[src/rtl/cell_phase_pkg.sv]
package cell_phase_pkg;
  parameter int CELL_PIX_DEF = 8;
  localparam int PH_W_DEF    = $clog2(CELL_PIX_DEF);
  localparam int NUM_STB     = 3;
  localparam int IDX_LOAD    = 0;
  localparam int IDX_ADV     = 1;
  localparam int IDX_ATTR    = 2;
endpackage

[src/rtl/cell_counter.sv]
module cell_counter #(
  parameter int CELL_PIX = 8,
  localparam int PH_W    = $clog2(CELL_PIX)
) (
  input  logic            clk,
  input  logic            rst_n,
  input  logic            step,
  output logic [PH_W-1:0] cnt,
  output logic            armed
);
  localparam logic [PH_W-1:0] LAST = PH_W'(CELL_PIX - 1);

  always_ff @(posedge clk or negedge rst_n) begin
    if (!rst_n) begin
      cnt   <= '0;
      armed <= 1'b0;
    end else if (step) begin
      cnt <= (cnt == LAST) ? '0 : cnt + 1'b1;
      if (cnt == LAST) armed <= 1'b1;
    end
  end

  p_hold_r2: assert property (@(posedge clk) disable iff (!rst_n)
    !step |=> $stable(cnt));
  p_wrap_r3: assert property (@(posedge clk) disable iff (!rst_n)
    (step && cnt == LAST) |=> (cnt == '0));
  p_arm_sticky_r5: assert property (@(posedge clk) disable iff (!rst_n)
    armed |=> armed);
endmodule

[src/rtl/phase_strobe.sv]
module phase_strobe #(
  parameter int CELL_PIX = 8,
  parameter int FIRE_AT  = 0,
  localparam int PH_W    = $clog2(CELL_PIX)
) (
  input  logic            clk,
  input  logic            rst_n,
  input  logic            step,
  input  logic [PH_W-1:0] cnt,
  input  logic            arm,
  input  logic            qual,
  output logic            stb
);
  localparam logic [PH_W-1:0] PRE =
    PH_W'((FIRE_AT == 0) ? (CELL_PIX - 1) : (FIRE_AT - 1));

  always_ff @(posedge clk or negedge rst_n) begin
    if (!rst_n) stb <= 1'b0;
    else        stb <= step && arm && qual && (cnt == PRE);
  end

  p_width_r7: assert property (@(posedge clk) disable iff (!rst_n)
    stb |=> !stb);
endmodule

[src/rtl/char_phase_gen.sv]
module char_phase_gen #(
  parameter int CELL_PIX   = cell_phase_pkg::CELL_PIX_DEF,
  parameter int ADV_PHASE  = 1,
  parameter int ATTR_PHASE = CELL_PIX - 1,
  localparam int PH_W      = $clog2(CELL_PIX)
) (
  input  logic            clk,
  input  logic            rst_n,
  input  logic            pix_en,
  input  logic            ctl_bit,
  output logic [PH_W-1:0] cell_phase,
  output logic            load_stb,
  output logic            addr_adv_stb,
  output logic            attr_load_stb
);
  import cell_phase_pkg::*;

  logic                armed;
  logic [NUM_STB-1:0]  stb_vec;

  cell_counter #(.CELL_PIX(CELL_PIX)) u_cnt (
    .clk   (clk),
    .rst_n (rst_n),
    .step  (pix_en),
    .cnt   (cell_phase),
    .armed (armed)
  );

  for (genvar i = 0; i < NUM_STB; i++) begin : g_stb
    localparam int FIRE = (i == IDX_LOAD) ? 0 :
                          (i == IDX_ADV)  ? ADV_PHASE : ATTR_PHASE;
    logic arm_i, qual_i;
    assign arm_i  = (i == IDX_LOAD) ? 1'b1 : armed;
    assign qual_i = (i == IDX_ATTR) ? ctl_bit : 1'b1;
    phase_strobe #(.CELL_PIX(CELL_PIX), .FIRE_AT(FIRE)) u_ph (
      .clk   (clk),
      .rst_n (rst_n),
      .step  (pix_en),
      .cnt   (cell_phase),
      .arm   (arm_i),
      .qual  (qual_i),
      .stb   (stb_vec[i])
    );
  end

  assign load_stb      = stb_vec[IDX_LOAD];
  assign addr_adv_stb  = stb_vec[IDX_ADV];
  assign attr_load_stb = stb_vec[IDX_ATTR];

  p_onehot_r7: assert property (@(posedge clk) disable iff (!rst_n)
    $onehot0({load_stb, addr_adv_stb, attr_load_stb}));
  p_load_at_zero_r4: assert property (@(posedge clk) disable iff (!rst_n)
    load_stb |-> (cell_phase == '0));
  p_adv_at_one_r5: assert property (@(posedge clk) disable iff (!rst_n)
    addr_adv_stb |-> (cell_phase == PH_W'(ADV_PHASE)));
  p_attr_at_last_r8: assert property (@(posedge clk) disable iff (!rst_n)
    attr_load_stb |-> (cell_phase == PH_W'(ATTR_PHASE)));
  p_attr_qualified_r6: assert property (@(posedge clk) disable iff (!rst_n)
    $rose(attr_load_stb) |-> $past(ctl_bit));
endmodule

[config.mk]
export PLATFORM = sky130hd
export DESIGN_NAME = char_phase_gen
export DESIGN_NICKNAME = d
export VERILOG_FILES = /design/src/rtl/cell_phase_pkg.sv /design/src/rtl/cell_counter.sv /design/src/rtl/phase_strobe.sv /design/src/rtl/char_phase_gen.sv
export SDC_FILE = /design/constraint.sdc
export NUM_CORES = 1
export LEC_CHECK = 0
export CORE_AREA = 3 3 40 42
export CTS_CLUSTER_DIAMETER = 50
export CTS_CLUSTER_SIZE = 25
export DETAILED_ROUTE_END_ITERATION = 10
export DIE_AREA = 0 0 43 45
export PLACE_DENSITY = 0.45
export SYNTH_ARGS = -nofsm -noshare
export SYNTH_HDL_FRONTEND = slang
export SYNTH_SLANG_ARGS = --single-unit
[constraint.sdc]
create_clock -name clk -period 2.2 [get_ports clk]
set_clock_uncertainty 0.2 [all_clocks]
set_input_delay 0.22 -clock clk [delete_from_list [all_inputs] [get_ports clk]]
set_output_delay 0.22 -clock clk [all_outputs]
set_load 0.01 [all_outputs]
Word level (Yosys, flattened, before mapping)
Cells that the tools add are included.
{"block": "word_totals", "regBits": 7, "inputBits": 4, "output_inout_bits": 6, "elab_cells": 16}
{"block": "classes", "addsub": 1, "n_eq_ne": 2, "n_mux": 1, "reduce_logical": 7}
{"cell": "$eq 3x3->1 const B", "n": 2}
{"cell": "$logic_and 1x1->1", "n": 5}
{"cell": "$add 3x1->3 const B", "n": 1}
{"cell": "$logic_not 3->1", "n": 1}
{"cell": "$mux 3", "n": 1}
{"cell": "$reduce_and 2->1", "n": 1}

Longest topological paths before layout
{"block": "logic_depth", "word_depth": 3, "depth_mapped": 4, "mapped_depth_nobuf": 4}

By module
Synthesis repeated with hierarchy kept, for this count alone.
{"block": "hier_totals", "hier_cells": 24, "area_unflattened_um2": 306.5}
{"module": "cell_counter", "n_inst": 1, "cells_each": 13, "area_per_inst_um2": 176.4, "seq_area_each_um2": 100.1}
{"module": "phase_strobe at g_stb[1].u_ph ...", "n_inst": 2, "cells_each": 3, "area_per_inst_um2": 43.8, "seq_area_each_um2": 25.0}
{"module": "phase_strobe at g_stb[0].u_ph", "n_inst": 1, "cells_each": 4, "area_per_inst_um2": 38.8, "seq_area_each_um2": 25.0}
{"module": "char_phase_gen", "n_inst": 1, "cells_each": 1, "area_per_inst_um2": 3.8, "seq_area_each_um2": 0.0}

Least setup slack after synthesis
OpenSTA, ideal clock, no wires.
{"block": "synth_timing", "path_kind": "register to register", "startpoint": "register u_cnt.cnt[0]", "endpoint": "register u_cnt.armed", "setup_ps": 127, "arrival_ps": 1222, "required_time_ps": 1873, "path_slack_ps": 651, "path_stages_with_launch": 5, "n_path_buf": 0, "synth_period_minus_slack_ps": 1549, "path_cell_list": "dfrtp_1 -> ha_1 -> ha_1 -> and2_2 -> or2_2"}
{"block": "synth_via", "elab_chain_cells": 2}
{"item": "from (decl)", "line_no": "cell_counter.sv:8", "text": "output logic [PH_W-1:0] cnt,"}
{"item": "from (signal assigned)", "line_no": "cell_counter.sv:18", "text": "cnt <= (cnt == LAST) ? '0 : cnt + 1'b1;"}
{"item": "$eq 3x3->1", "line_no": "cell_counter.sv:19", "text": "if (cnt == LAST) armed <= 1'b1;"}
{"item": "$reduce_and 2->1 (no source line)"}
{"item": "to (signal assigned)", "line_no": "cell_counter.sv:16", "text": "armed <= 1'b0;"}
{"item": "to (signal assigned)", "line_no": "cell_counter.sv:19"}
{"item": "to (decl)", "line_no": "cell_counter.sv:9", "text": "output logic armed"}
No other way between the ends.
A chain may end at the register's enable or synchronous reset.

Final worst setup path
{"block": "layout_timing", "startpoint": "register u_cnt.cnt[2]", "endpoint": "output cell_phase[2]"}
{"item": "to (decl)", "line_no": "char_phase_gen.sv:11", "text": "output logic [PH_W-1:0] cell_phase,"}
No word-level cell between the ends.

==> impl_metrics.env <==
export IMPL_placedCellCount=48
export IMPL_worstPathMaxFanout=5
export IMPL_cts_root_buf="clkbuf_4"
export IMPL_cts_resized=0
export IMPL_cellPowerDensity_nw_per_um2=1140
export IMPL_via_per_inst=4.06
export IMPL_crit_chain="clkdlybuf4s50_1"
export IMPL_p_leak_nw=0.202
export IMPL_final_min_clock_period_ps=1650
export IMPL_grt_pass1_vias=236
export IMPL_status="finished, final reports clean"
export IMPL_setup_violations=0
export IMPL_io_pins=10
export IMPL_path_class="flip-flop to output pin"
export IMPL_dr_pass1_iters=1
export IMPL_routed_wl_met2_um=222
export IMPL_start_util_pct=23.7
export IMPL_grt_usage_pct=8.05
export IMPL_slew_headroom_pct=79.1
export IMPL_die_w_um=43
export IMPL_ys_ff_latch=7
export IMPL_antenna_found_initial=0
export IMPL_switching_power_mw=0.157
export IMPL_core_area_sq_um=1280
export IMPL_syn_inst=24
export IMPL_yosysSeqAreaShare_pct=57.6
export IMPL_top_layer="met4"
export IMPL_seqPwrFrac_pct=41.1
export IMPL_power_share_clock_pct=23.9
export IMPL_worst_slack_ps=550
export IMPL_regArea_sq_um=175
export IMPL_final_nets=46
export IMPL_final_common_cell="clkdlybuf4s50_1"
export IMPL_post_cts_setup_buffers=0
export IMPL_crit_required_ps=1780
export IMPL_switching_share_pct=31.3
export IMPL_cap_violations=0
export IMPL_fin_crit_sh_pct=75.0
export IMPL_drt_iter0_drc=0
export IMPL_synth_top_area_share_pct=57.6
export IMPL_wl_met3_um=47
export IMPL_slew_violations=0
export IMPL_yosysTopAreaCell="dfrtp_1"
export IMPL_grt_max_degree=8
export IMPL_rsz0062_at_grt="false"
export IMPL_power_frac_comb_pct=35.0
export IMPL_finalHoldViolations=0
export IMPL_cts_buffer_depth=2
export IMPL_p_int_mw=0.344
export IMPL_numCtsBuffers=3
export IMPL_yosys_warnings=0
export IMPL_fp_dieH_um=45
export IMPL_worst_slew_pin_slew_ps=312
export IMPL_detail_route_antenna_nets=0
export IMPL_wl_met1_um=253
export IMPL_endpoint_kind="output pin"
export IMPL_antenna_cells=0
export IMPL_via_count=211
export IMPL_hold_class="input pin to asynchronous set/reset pin"
export IMPL_final_cell_mix="clkdlybuf4s50_1, dfrtp_1, ha_1, clkbuf_4"
export IMPL_area_growth_pct=44.4
export IMPL_fmax_mhz=606
export IMPL_synth_fp_nets=32
export IMPL_wl_per_cell_um=10.6
export IMPL_clk_pin_slew_ps=60
export IMPL_crit_path_top_delay_cell="clkdlybuf4s50_1"
export IMPL_insertion_delay_ps=250
export IMPL_dieArea_sq_um=1940
export IMPL_synthTopCellsByArea="dfrtp_1, ha_1, mux2_2, o21ai_0, or3b_1"
export IMPL_drcViolationCount=0
export IMPL_ctsHoldBuffers=0
export IMPL_max_stage_delay_ps=570
export IMPL_fill_cells=141
export IMPL_syn_avg_cell_area_sq_um=12.7
export IMPL_final_cell_count_no_fill=52
export IMPL_drive_gt1_share_pct=16.2
export IMPL_crit_arrival_ps=1230
export IMPL_netlist_area_sq_um=304
export IMPL_dp_hpwl_um=420
export IMPL_wirelength_um=550
export IMPL_row_count=13
export IMPL_holdWs_ps=23.9
export IMPL_htree_levels=1
export IMPL_worst_setup_path_start_kind="flip-flop"
export IMPL_cts_sinks=7
export IMPL_io_buffers=9
export IMPL_cp_num_buf_inv=1
export IMPL_critPathTopFamily="buffers and inverters"
export IMPL_synth_cell_types=13
export IMPL_cts_tree="built"
export IMPL_pre_cts_slack_ps=624
export IMPL_grt_overflow=0
export IMPL_setup_tns_ps=0
export IMPL_ir_drop_mv=0.434
export IMPL_multi_input_area_sq_um=121
export IMPL_routabilityCongestion=0.776
export IMPL_grt_pass1_wl_mm=1.02
[power groups by stage]
stage / sequential, mW / combinational (mW) / clock [mW]
floorplan: 0.216 / 0.0732 / 0
global placement: 0.206 / 0.176 / 0
detailed placement: 0.209 / 0.179 / 0
CTS: 0.207 / 0.180 / 0.123
global route: 0.216 / 0.197 / 0.133
finish: 0.206 / 0.176 / 0.120
[worst paths after layout]
path,startpoint,slack [ps],cells after the start,end
worst max-delay path,u_cnt.cnt[2]$_DFFE_PN0P_,550,1,cell_phase[2]
worst min-delay path,rst_n,20,1,g_stb[1].u_ph.stb$_DFF_PN0_
worst max register to register,u_cnt.cnt[1]$_DFFE_PN0P_,620,4,u_cnt.armed$_DFFE_PN0P_
worst min register to register,u_cnt.armed$_DFFE_PN0P_,270,1,u_cnt.armed$_DFFE_PN0P_
max in group asynchronous,rst_n,1540,1,g_stb[0].u_ph.stb$_DFF_PN0_
min in group clk,u_cnt.armed$_DFFE_PN0P_,270,1,u_cnt.armed$_DFFE_PN0P_
[per-stage QoR]
step	util, %	total power [mW]	area (sq um)
after detailed placement	32.1	0.388	413
after global routing	34.2	0.546	439
after floorplan	-	0.289	304
after CTS	34.2	0.509	439
after global placement	32.1	0.383	413
final	34.2	0.501	439
[kinds of logic (layout without fill, tap and decap cells)]
family / count (synthesis) / count (layout) / share of synthesized area [%]
simple gates: 8 / 8 / 16.5
buf+inv: 2 / 15 / 2.47
flops: 7 / 7 / 57.6
mux: 1 / 1 / 3.70
fa+ha+maj: 4 / 4 / 16.5
compound gates: 2 / 2 / 3.29
[Yosys cell counts]
master    n
nand3_1   1
dfrtp_1   7
or3b_1    1
o21ai_0   2
nand3b_1  1
inv_1     2
mux2_2    1
nor2_1    1
nand2_1   1
or2_2     1
nor3b_1   1
and2_2    1
ha_1      4
[metal layers]
metal | up-vias | track usage, %
li1 | 105 | -
met1 | 93 | 8.87
met2 | 9 | 10.5
met3 | 4 | 3.98
met4 | 0 | 9.04
met5 | - | 0
[state kept, by name, summed over array words and instances, names as in the netlist]
name / flops
g_stb.u_ph.stb: 3
u_cnt.cnt: 3
u_cnt.armed: 1
[layout make-up]
type / instances / share of cell area, %
clock buffers: 4 / 5.98
flip-flops and latches: 7 / 39.9
repair buffers: 9 / 20.5
inverters: 2 / 1.71
multi-input cells: 15 / 27.6
well taps: 15 / 4.27
No activity file was read; power rests on OpenSTA's default activity.
